==> src/rtl/regfile_pkg.sv <==
package regfile_pkg;
  localparam int REG_NUM   = 8;
  localparam int DATA_W    = 8;
  localparam int ADDR_W    = $clog2(REG_NUM);
  localparam int COLOR_REG = REG_NUM - 1;
  localparam int CH_W      = 2;
  localparam int COLOR_W   = 3 * CH_W;

  // Strobes from control to datapath
  typedef struct packed {
    logic [REG_NUM-1:0] load;   // one-hot write strobe per entry
    logic               blank;  // force color bits to zero
  } ctrlStrobe_t;
endpackage

==> src/rtl/regfile_ctrl.sv <==
module regfile_ctrl
  import regfile_pkg::*;
(
  input  logic              wrEn,
  input  logic [ADDR_W-1:0] wrAddr,
  input  logic              displayOn,
  output ctrlStrobe_t       strobes
);
  always_comb begin
    strobes.load = '0;
    for (int i = 1; i < REG_NUM; i++) begin
      strobes.load[i] = wrEn && (wrAddr == ADDR_W'(i));
    end
    strobes.blank = !displayOn;
  end
endmodule

==> src/rtl/regfile_dp.sv <==
module regfile_dp
  import regfile_pkg::*;
(
  input  logic              clk,
  input  logic              rstN,
  input  ctrlStrobe_t       strobes,
  input  logic [DATA_W-1:0] wrData,
  input  logic [ADDR_W-1:0] rdAddrA,
  input  logic [ADDR_W-1:0] rdAddrB,
  input  logic              hSync,
  input  logic              vSync,
  output logic [DATA_W-1:0] rdDataA,
  output logic [DATA_W-1:0] rdDataB,
  output logic [7:0]        pinByte
);
  logic [REG_NUM-1:0][DATA_W-1:0] regQ;

  generate
    for (genvar i = 0; i < REG_NUM; i++) begin : g_entry
      if (i == 0) begin : g_zero
        assign regQ[i] = '0;
      end else begin : g_store
        always_ff @(posedge clk) begin
          if (!rstN)                regQ[i] <= '0;
          else if (strobes.load[i]) regQ[i] <= wrData;
        end
      end
    end
  endgenerate

  assign rdDataA = regQ[rdAddrA];
  assign rdDataB = regQ[rdAddrB];

  logic [COLOR_W-1:0] colorBits;
  logic [CH_W-1:0]    red, green, blue;

  assign colorBits = strobes.blank ? '0 : regQ[COLOR_REG][COLOR_W-1:0];
  assign red   = colorBits[3*CH_W-1:2*CH_W];
  assign green = colorBits[2*CH_W-1:CH_W];
  assign blue  = colorBits[CH_W-1:0];

  // Connector bit order is fixed
  assign pinByte = {hSync, blue[0], green[0], red[0],
                    vSync, blue[1], green[1], red[1]};
endmodule

==> src/rtl/gpr_colorport.sv <==
module gpr_colorport
  import regfile_pkg::*;
(
  input  logic              clk,
  input  logic              rstN,
  input  logic              wrEn,
  input  logic [ADDR_W-1:0] wrAddr,
  input  logic [DATA_W-1:0] wrData,
  input  logic [ADDR_W-1:0] rdAddrA,
  input  logic [ADDR_W-1:0] rdAddrB,
  input  logic              displayOn,
  input  logic              hSync,
  input  logic              vSync,
  output logic [DATA_W-1:0] rdDataA,
  output logic [DATA_W-1:0] rdDataB,
  output logic [7:0]        pinByte
);
  ctrlStrobe_t strobes;

  regfile_ctrl u_ctrl (
    .wrEn      (wrEn),
    .wrAddr    (wrAddr),
    .displayOn (displayOn),
    .strobes   (strobes)
  );

  regfile_dp u_dp (
    .clk     (clk),
    .rstN    (rstN),
    .strobes (strobes),
    .wrData  (wrData),
    .rdAddrA (rdAddrA),
    .rdAddrB (rdAddrB),
    .hSync   (hSync),
    .vSync   (vSync),
    .rdDataA (rdDataA),
    .rdDataB (rdDataB),
    .pinByte (pinByte)
  );
endmodule

==> config.mk <==
export PLATFORM = sky130hd
export DESIGN_NAME = gpr_colorport
export DESIGN_NICKNAME = d
export VERILOG_FILES = /design/src/rtl/regfile_pkg.sv /design/src/rtl/regfile_ctrl.sv /design/src/rtl/regfile_dp.sv /design/src/rtl/gpr_colorport.sv
export SDC_FILE = /design/constraint.sdc
export NUM_CORES = 1
export LEC_CHECK = 0
export BUFFER_PORTS_ARGS = -buffer_cell sky130_fd_sc_hd__buf_2
export CORE_ASPECT_RATIO = 0.7
export CORE_MARGIN = 4
export CORE_UTILIZATION = 55
export DETAILED_ROUTE_END_ITERATION = 8
export GPL_ROUTABILITY_DRIVEN = 0
export PLACE_DENSITY = 0.77
export SLEW_MARGIN = 20
export SYNTH_ARGS = -nofsm -noshare
export SYNTH_HDL_FRONTEND = slang
export SYNTH_SLANG_ARGS = --single-unit
==> constraint.sdc <==
create_clock -name clk -period 1.9 [get_ports clk]
set_clock_uncertainty 0.1 [all_clocks]
set_input_delay 0.38 -clock clk [delete_from_list [all_inputs] [get_ports clk]]
set_output_delay 0.38 -clock clk [all_outputs]
set_load 0.05 [all_outputs]
Yosys cells after proc, flatten, opt, wreduce, memory -nomap -nowiden
Index checks and enable logic that the tools add are counted.
Storage, ports and cells
  bits of input ports: 23
  register bits: 56
  output and inout bits: 24
  logic and storage cells: 28
Cells by class
  $lt $le $gt $ge: 2
  reductions and logical operators: 7
  muxes and demuxes: 5
  equality and inequality tests: 7
Operators by type and width (number)
  $bmux W8 S3: 2
  $mux W8: 2
  $eq A3 B3 Y1 const B: 4
  $lt A3 B4 Y1 const B: 2
  $logic_and A1 B1 Y1: 7
  $eq A3 B2 Y1 const B: 2
  $mux W6: 1
  $eq A3 B1 Y1 const B: 1

Depth between registers and ports, before layout
Gate-level depths: netlist (run 1).
  depth in word-level cells: 2
  gate-level depth with buffers: 5
  depth with buffers taken out: 3

Modules after synthesis
From an unflattened synthesis (run 1), not the netlist that was laid out.
Unflattened totals
  cell total of the unflattened synthesis: 301
  area total of the unflattened synthesis: 3331.9 µm²
By module, submodules not included
  regfile_dp: cells each 291, area an instance 3235.6 µm², sequential area each 1121.1 µm², instances 1
  regfile_ctrl: cells each 10, area an instance 96.3 µm², sequential area each 0.0 µm², instances 1

Worst setup path before layout (run 1)
OpenSTA, ideal clock, no wires.
  path type: input port to output port
  from: in rdAddrA[1]
  to: out rdDataA[0]
  required time: 1.420 ns
  arrival time: 2.124 ns
  setup slack: -0.704 ns
  path buffers: 2
  stages on the path: 4
  path through: clkbuf_1 > nor2b_1 > buf_1 > a221oi_1
Between the ends
  cells in the longest elaborated chain, start to end: 2
Ends and longest elaborated chain
  from (decl): line gpr_colorport.sv:9  | input logic [ADDR_W-1:0] rdAddrA,
  $bmux W8 S3: line regfile_dp.sv:31  | assign rdDataA = regQ[rdAddrA];
  $mux W8 (implied by the code): line regfile_dp.sv:31
  to (decl): line gpr_colorport.sv:14  | output logic [DATA_W-1:0] rdDataA,
No other way between the ends. The select of a mux whose other input is x is not followed.

Final worst setup path (run 1)
  from: reg u_dp.regQ[45] in the netlist's numbering
  to: out rdDataA[5]
Between the ends
  cells in the longest elaborated chain, start to end: 2
Ends and longest elaborated chain
  from (decl): line regfile_dp.sv:16  | logic [REG_NUM-1:0][DATA_W-1:0] regQ;
  from (signal, indexed assignment): line regfile_dp.sv:25  | else if (strobes.load[i]) regQ[i] <= wrData;
  $bmux W8 S3: line regfile_dp.sv:31
  $mux W8 (implied by the code): line regfile_dp.sv:31
No other way between the ends. The select of a mux whose other input is x is not followed.

==> flow_summary_export.csv, run 1 <==
group,metric,value,unit
floorplanning,dieWidth,99.1,um
logic_synthesis,ys_warn_count,0,
run_status,violations,"setup timing",
floorplanning,dieArea,7120,um2
detailed_routing,first_pass_iters,4,
detailed_routing,vias,3003,
setup_path,cp-end-kind,"primary output",
setup_path,reg2reg_from,"u_dp.regQ[15]",
final_layout,synthToLayoutAreaGrowth,39.5,%
global_routing,antenna_found_initial,0,
floorplanning,die_y,71.8,um
timing,post-route-min-period,2.10,ns
detailed_routing,drc_errors,0,
global_routing,grtUsageTotal,30.7,%
timing,rsz0062_at_grt,"true",
global_routing,grt_max_degree,27,
power,ir_worst_vdd,0.000464,V
placed_design,place_hpwl,6670,um
setup_path,max_stage_delay,0.36,ns
job,maxCapViolCount,0,
final_layout,largest_register,"u_dp.regQ",
clocking,root_buffer,"clkbuf_8",
timing,fin_hold_ws,0.254,ns
timing,setup_viol,16,
timing,slew_violations,0,
logic_synthesis,yosys.cell_types.count,25,
clocking,tritoncts,"yes",
logic_synthesis,synth_nets,361,
clocking,cts_max_level,2,
logic_synthesis,ys_seq_area_share,35.1,%
setup_path,critPathBufInv,2,
clocking,clock_latency,0.32,ns
logic_synthesis,synth_top_area_cell,"dfxtp_1",
floorplanning,core,5420,um2
power,leakage,1.75,nW
final_layout,layout.nets,433,
global_routing,grt_pass1_vias,2988,
logic_synthesis,synth-main-ff-cell,"dfxtp_1",
clocking,cts_buffers,5,
clocking,hold_buffers,0,
timing,maxSlewHeadroom,58.5,%
placed_design,placed_cells,457,
final_layout,final_cell_mix,"nand2_1 (64), mux2i_1 (56), buf_4 (53)",
timing,fin_ws,-0.201,ns
placed_design,dp_slack,-0.353,ns
worst_hold_path,min_from,"wrData[0]",
timing,fmax,0.476,GHz
logic_synthesis,ys_ff_latch,56,
detailed_routing,routed_wl,10800,um
final_layout,largest_reg_flops,56,
setup_path,crit_required,1.42,ns
setup_path,startpoint,"u_dp.regQ[45]",
logic_synthesis,synth_top_area_share,35.1,%
final_layout,final_common_cell,"nand2_1",
setup_path,worstPathArrival,1.62,ns
global_routing,global_route.overflow_total,0,
global_routing,grt_first_pass_wirelength,16800,um
clocking,clk_pin_slew_worst_paths,0.11,ns
setup_path,crit_type,"reg2out",
final_layout,fill_cells,318,
clocking,cts_sinks,56,
run_status,status,"finished with violations",
timing,tightest_slew,0.622,ns
logic_synthesis,synth_cells,338,
power,power.density,583,nW/um2
final_layout,antenna_cells,0,
setup_path,r2r_cells,3,
floorplanning,rows,22,
detailed_routing,detail-route-antenna-nets,0,
detailed_routing,wl_per_cell,22.3,um
detailed_routing,drt-vias-per-instance,6.22,
logic_synthesis,synth-edff-count,0,
final_layout,largestRegisters,"u_dp.regQ: 56 flops",
worst_hold_path,worst_hold_path.num_cells,3,
setup_path,critPathTopFamily,"flip-flops",
setup_path,setup.worst_path.start_class,"flip-flop",
final_layout,drive_gt1_share,46.5,%
clocking,cts_buffer_depth,2,
setup_path,cp_max_fo,3,
logic_synthesis,synthArstFlopShare,0,%
final_layout,final_cells,483,
setup_path,r2r_slack,1.01,ns
setup_path,worstPathCellList,"mux2_4 -> a221oi_2 -> buf_4 -> a221oi_4 -> buf_6",
logic_synthesis,synthTopCellsByArea,"dfxtp_1 (35%), mux2i_1 (18%), a221oi_1 (8.5%), nand2_1 (7.5%), a21boi_0 (7.0%)",
detailed_routing,drtIter0Drc,229,
setup_path,cp_slowest_cell,"dfxtp_2",
setup_path,cp_num_cells,5,
timing,finalHoldViolations,0,
floorplanning,start_util,59.0,%
worst_hold_path,hold_path_class,"in2reg",
timing,fin_crit_sh,111,%
placed_design,port_buffers,42,
floorplanning,ioPinCount,47,
logic_synthesis,avgSynthCellArea,9.46,um2
logic_synthesis,syn_area,3200,um2
==> metrics by stage <==
step	TNS, ns	util, %	total power (W)	instance area (um2)
2_1_floorplan	0	-	0.00165	3530
3_5_place_dp	-4.87	71.8	0.00181	3890
3_3_place_gp	-4.79	71.8	0.00180	3890
4_1_cts	-1.48	81.3	0.00258	4410
5_1_grt	-2.79	82.3	0.00269	4460
6_report	-2.03	82.3	0.00260	4460
==> cells in the mapped netlist (2+ instances only) <==
master    instances
nand2_1          64
nor2b_1          28
and2_0            2
and4b_1           3
and2_1            6
buf_6             9
a21boi_1          2
mux2_2           15
mux2i_1          56
buf_2             9
a221oi_1         31
a21boi_0         30
buf_4             4
nand4b_1          3
clkbuf_1         10
dfxtp_1          56
and4bb_1          2
==> cell families (layout without fill, tap and decap cells) <==
kind of cell,count (synthesis),after routing,share of synthesized area (%)
compound gates,64,64,16.5
buf+inv,35,108,7.20
flops,56,56,35.1
mux,72,72,23.3
simple gates,111,111,18.0
==> what timing repair did <==
action / CTS / global route
pin swaps: 3 / 2
setup endpoints to repair: 16 / 16
buffers inserted: 16 / 2
cloned: 0 / 0
gates resized for setup: 93 / 6
==> report_power, final <==
part,total [W],switching [W],internal [W],leakage (nW)
registers,0.00122,0.0000229,0.00120,0.468
logic,0.000663,0.000378,0.000285,1.24
clock network,0.000716,0.000419,0.000296,0.0434
==> cell type report <==
cell class | instances | area, um2 | area share [%]
Sequential cell | 56 | 1160 | 26.0
Multi-Input combinational cell | 247 | 2310 | 51.7
Timing Repair Buffer | 100 | 807 | 18.1
Clock buffer | 6 | 82.6 | 1.85
Tap cell | 72 | 90.1 | 2.02
Clock inverter | 2 | 15.0 | 0.337
==> worst paths after layout <==
kind / end
worst min-delay path: u_dp.regQ[40]
worst max-delay path: rdDataA[5]
worst max register to register: u_dp.regQ[15]
worst min register to register: u_dp.regQ[24]
==> metal layers <==
layer  vias up  wire length [um]  track usage (%)
met3        32               735             5.74
met2       133              4950             49.2
met1      1476              4770             40.8
met4         0               334             12.9
li1       1362                 -                -
met5         -                 0                0
==> worst min-delay path, cell delays in order <==
cell,delay (ns)
buf_2,0.14
nand2_1,0.06
a21boi_0,0.06
Power figures use the tool's default switching activity.
==> run 2: changes to the inputs <==
--- a/config.mk
+++ b/config.mk
@@ -8,10 +8,10 @@
 export BUFFER_PORTS_ARGS = -buffer_cell sky130_fd_sc_hd__buf_2
 export CORE_ASPECT_RATIO = 0.7
 export CORE_MARGIN = 4
-export CORE_UTILIZATION = 55
+export CORE_UTILIZATION = 57
 export DETAILED_ROUTE_END_ITERATION = 8
 export GPL_ROUTABILITY_DRIVEN = 0
-export PLACE_DENSITY = 0.77
+export PLACE_DENSITY = 0.8
 export SLEW_MARGIN = 20
 export SYNTH_ARGS = -nofsm -noshare
 export SYNTH_HDL_FRONTEND = slang
==> constraint.sdc (replaced) <==
create_clock -name clk -period 2.4 [get_ports clk]
set_clock_uncertainty 0.1 [all_clocks]
set_input_delay 0.48 -clock clk [delete_from_list [all_inputs] [get_ports clk]]
set_output_delay 0.48 -clock clk [all_outputs]
set_load 0.05 [all_outputs]
==> flow_summary_export.csv, run 2 (synthesis gave the netlist of run 1 again) <==
group,metric,value,unit
run_status,status,"finished clean",
detailed_routing,drtIter0Drc,313,
power,leakage,1.32,nW
global_routing,grt_max_degree,57,
clocking,tritoncts,"yes",
timing,fin_crit_sh,98.4,%
final_layout,largest_register,"u_dp.regQ",
clocking,cts_max_level,2,
global_routing,grtUsageTotal,24.2,%
global_routing,grt_first_pass_wirelength,13400,um
placed_design,dpl_cell_area,3370,um2
timing,fmax,0.423,GHz
global_routing,global_route.overflow_total,0,
timing,tightest_slew,0.799,ns
detailed_routing,wl_per_cell,19.6,um
final_layout,largest_reg_flops,56,
final_layout,finalInstanceArea,3500,um2
clocking,clock_latency,0.31,ns
global_routing,antenna_found_initial,0,
clocking,cts_buffers,5,
setup_path,setup.worst_path.start_class,"input pin",
floorplanning,ioPinCount,47,
final_layout,final_common_cell,"nand2_1",
floorplanning,die_y,70.7,um
floorplanning,core,5340,um2
detailed_routing,routed_wl,8550,um
clocking,cts_sinks,56,
clocking,clk_pin_slew_worst_paths,0.10,ns
detailed_routing,first_pass_iters,6,
global_routing,grt_pass1_vias,2613,
clocking,cts_buffer_depth,2,
detailed_routing,vias,2693,
detailed_routing,drt-vias-per-instance,6.18,
clocking,postCtsSetupBuffers,0,
timing,maxSlewHeadroom,46.7,%
detailed_routing,detail-route-antenna-nets,0,
floorplanning,rows,22,
timing,fin_hold_ws,0.388,ns
setup_path,cp-end-kind,"primary output",
setup_path,worstPathArrival,1.78,ns
setup_path,crit_type,"in2out",
setup_path,cp_max_fo,7,
floorplanning,dieWidth,97.5,um
floorplanning,dieArea,6890,um2
power,power.density,535,nW/um2
power,finalPower,0.00188,W
placed_design,port_buffers,42,
final_layout,antenna_cells,0,
placed_design,place_hpwl,6200,um
final_layout,largestRegisters,"u_dp.regQ: 56 flops",
final_layout,final_cell_mix,"nand2_1 (64), mux2i_1 (56), dfxtp_1 (56)",
timing,finalHoldViolations,0,
job,maxCapViolCount,0,
timing,slew_violations,0,
final_layout,synthToLayoutAreaGrowth,9.59,%
power,ir_worst_vdd,0.000249,V
timing,tns,0,ns
timing,setup_viol,0,
timing,post-route-min-period,2.36,ns
worst_hold_path,hold_path_class,"in2reg",
final_layout,postLayoutCoreUtil,65.6,%
floorplanning,start_util,59.9,%
setup_path,crit_required,1.82,ns
final_layout,layout.nets,386,
final_layout,drive_gt1_share,23.1,%
detailed_routing,drc_errors,0,
clocking,root_buffer,"clkbuf_8",
-- run 2: cell count changes in the layout (fill, tap and decap cells not counted), moves of 3 or more --
cell,before,now
mux2_4,10,1
a221oi_1,0,27
nor2b_1,24,27
dfxtp_1,26,56
clkbuf_4,0,3
dfxtp_2,30,0
a221oi_4,19,0
mux2_2,6,15
buf_4,53,14
buf_2,24,35
a221oi_2,13,5
buf_6,19,0
-- run 2: area by class of cell --
type | instances | area [um2]
sequential | 56 | 1120
timing repair buffer | 53 | 323
multi-input combinational | 247 | 1870
clock inverter | 2 | 13.8
tap | 72 | 90.1
clock buffer | 6 | 82.6
fill | 446 | 1840
-- run 2: power breakdown --
group | internal (W) | switching [W] | leakage (nW)
combinational | 0.000124 | 0.000224 | 0.814
sequential | 0.000949 | 0.0000200 | 0.453
clock | 0.000237 | 0.000321 | 0.0516
-- run 2: final timing paths --
path                   endpoint  depth (start not counted)     startpoint  slack [ns]
setup / recovery     rdDataB[2]                          6     rdAddrB[0]        0.04
hold / removal    u_dp.regQ[63]                          3      wrData[7]        0.39
setup reg to reg  u_dp.regQ[58]                          2  u_dp.regQ[58]        1.56
hold reg to reg   u_dp.regQ[29]                          2  u_dp.regQ[29]        0.39
-- run 2: per-stage QoR --
stage,instances,setup slack (ns)
6_report,436,0.0376
5_1_grt,436,-0.0276
4_1_cts,436,0.0249
3_5_place_dp,428,-0.0301
3_3_place_gp,428,0.00276
2_1_floorplan,338,-0.404
-- run 2: per-layer routing --
| layer | wire [um] | GRT usage (%) | up-vias |
|---|---|---|---|
| met5 | 0 | 0 | - |
| met4 | 140 | 8.14 | 0 |
| met3 | 680 | 5.91 | 21 |
| met2 | 3790 | 36.0 | 108 |
| met1 | 3940 | 34.6 | 1302 |
| li1 | - | - | 1262 |
-- run 2: critical path: stages --
cell	delay (ns)
clkbuf_4	0.16
buf_4	0.16
mux2_2	0.33
a221oi_1	0.32
a221oi_1	0.09
buf_2	0.24
-- run 2: repair_timing --
item	4_1_cts	5_1_grt
gates resized for setup	1	13
pin swaps	0	1
endpoints found under the setup margin	6	8
hold buffers	0	0
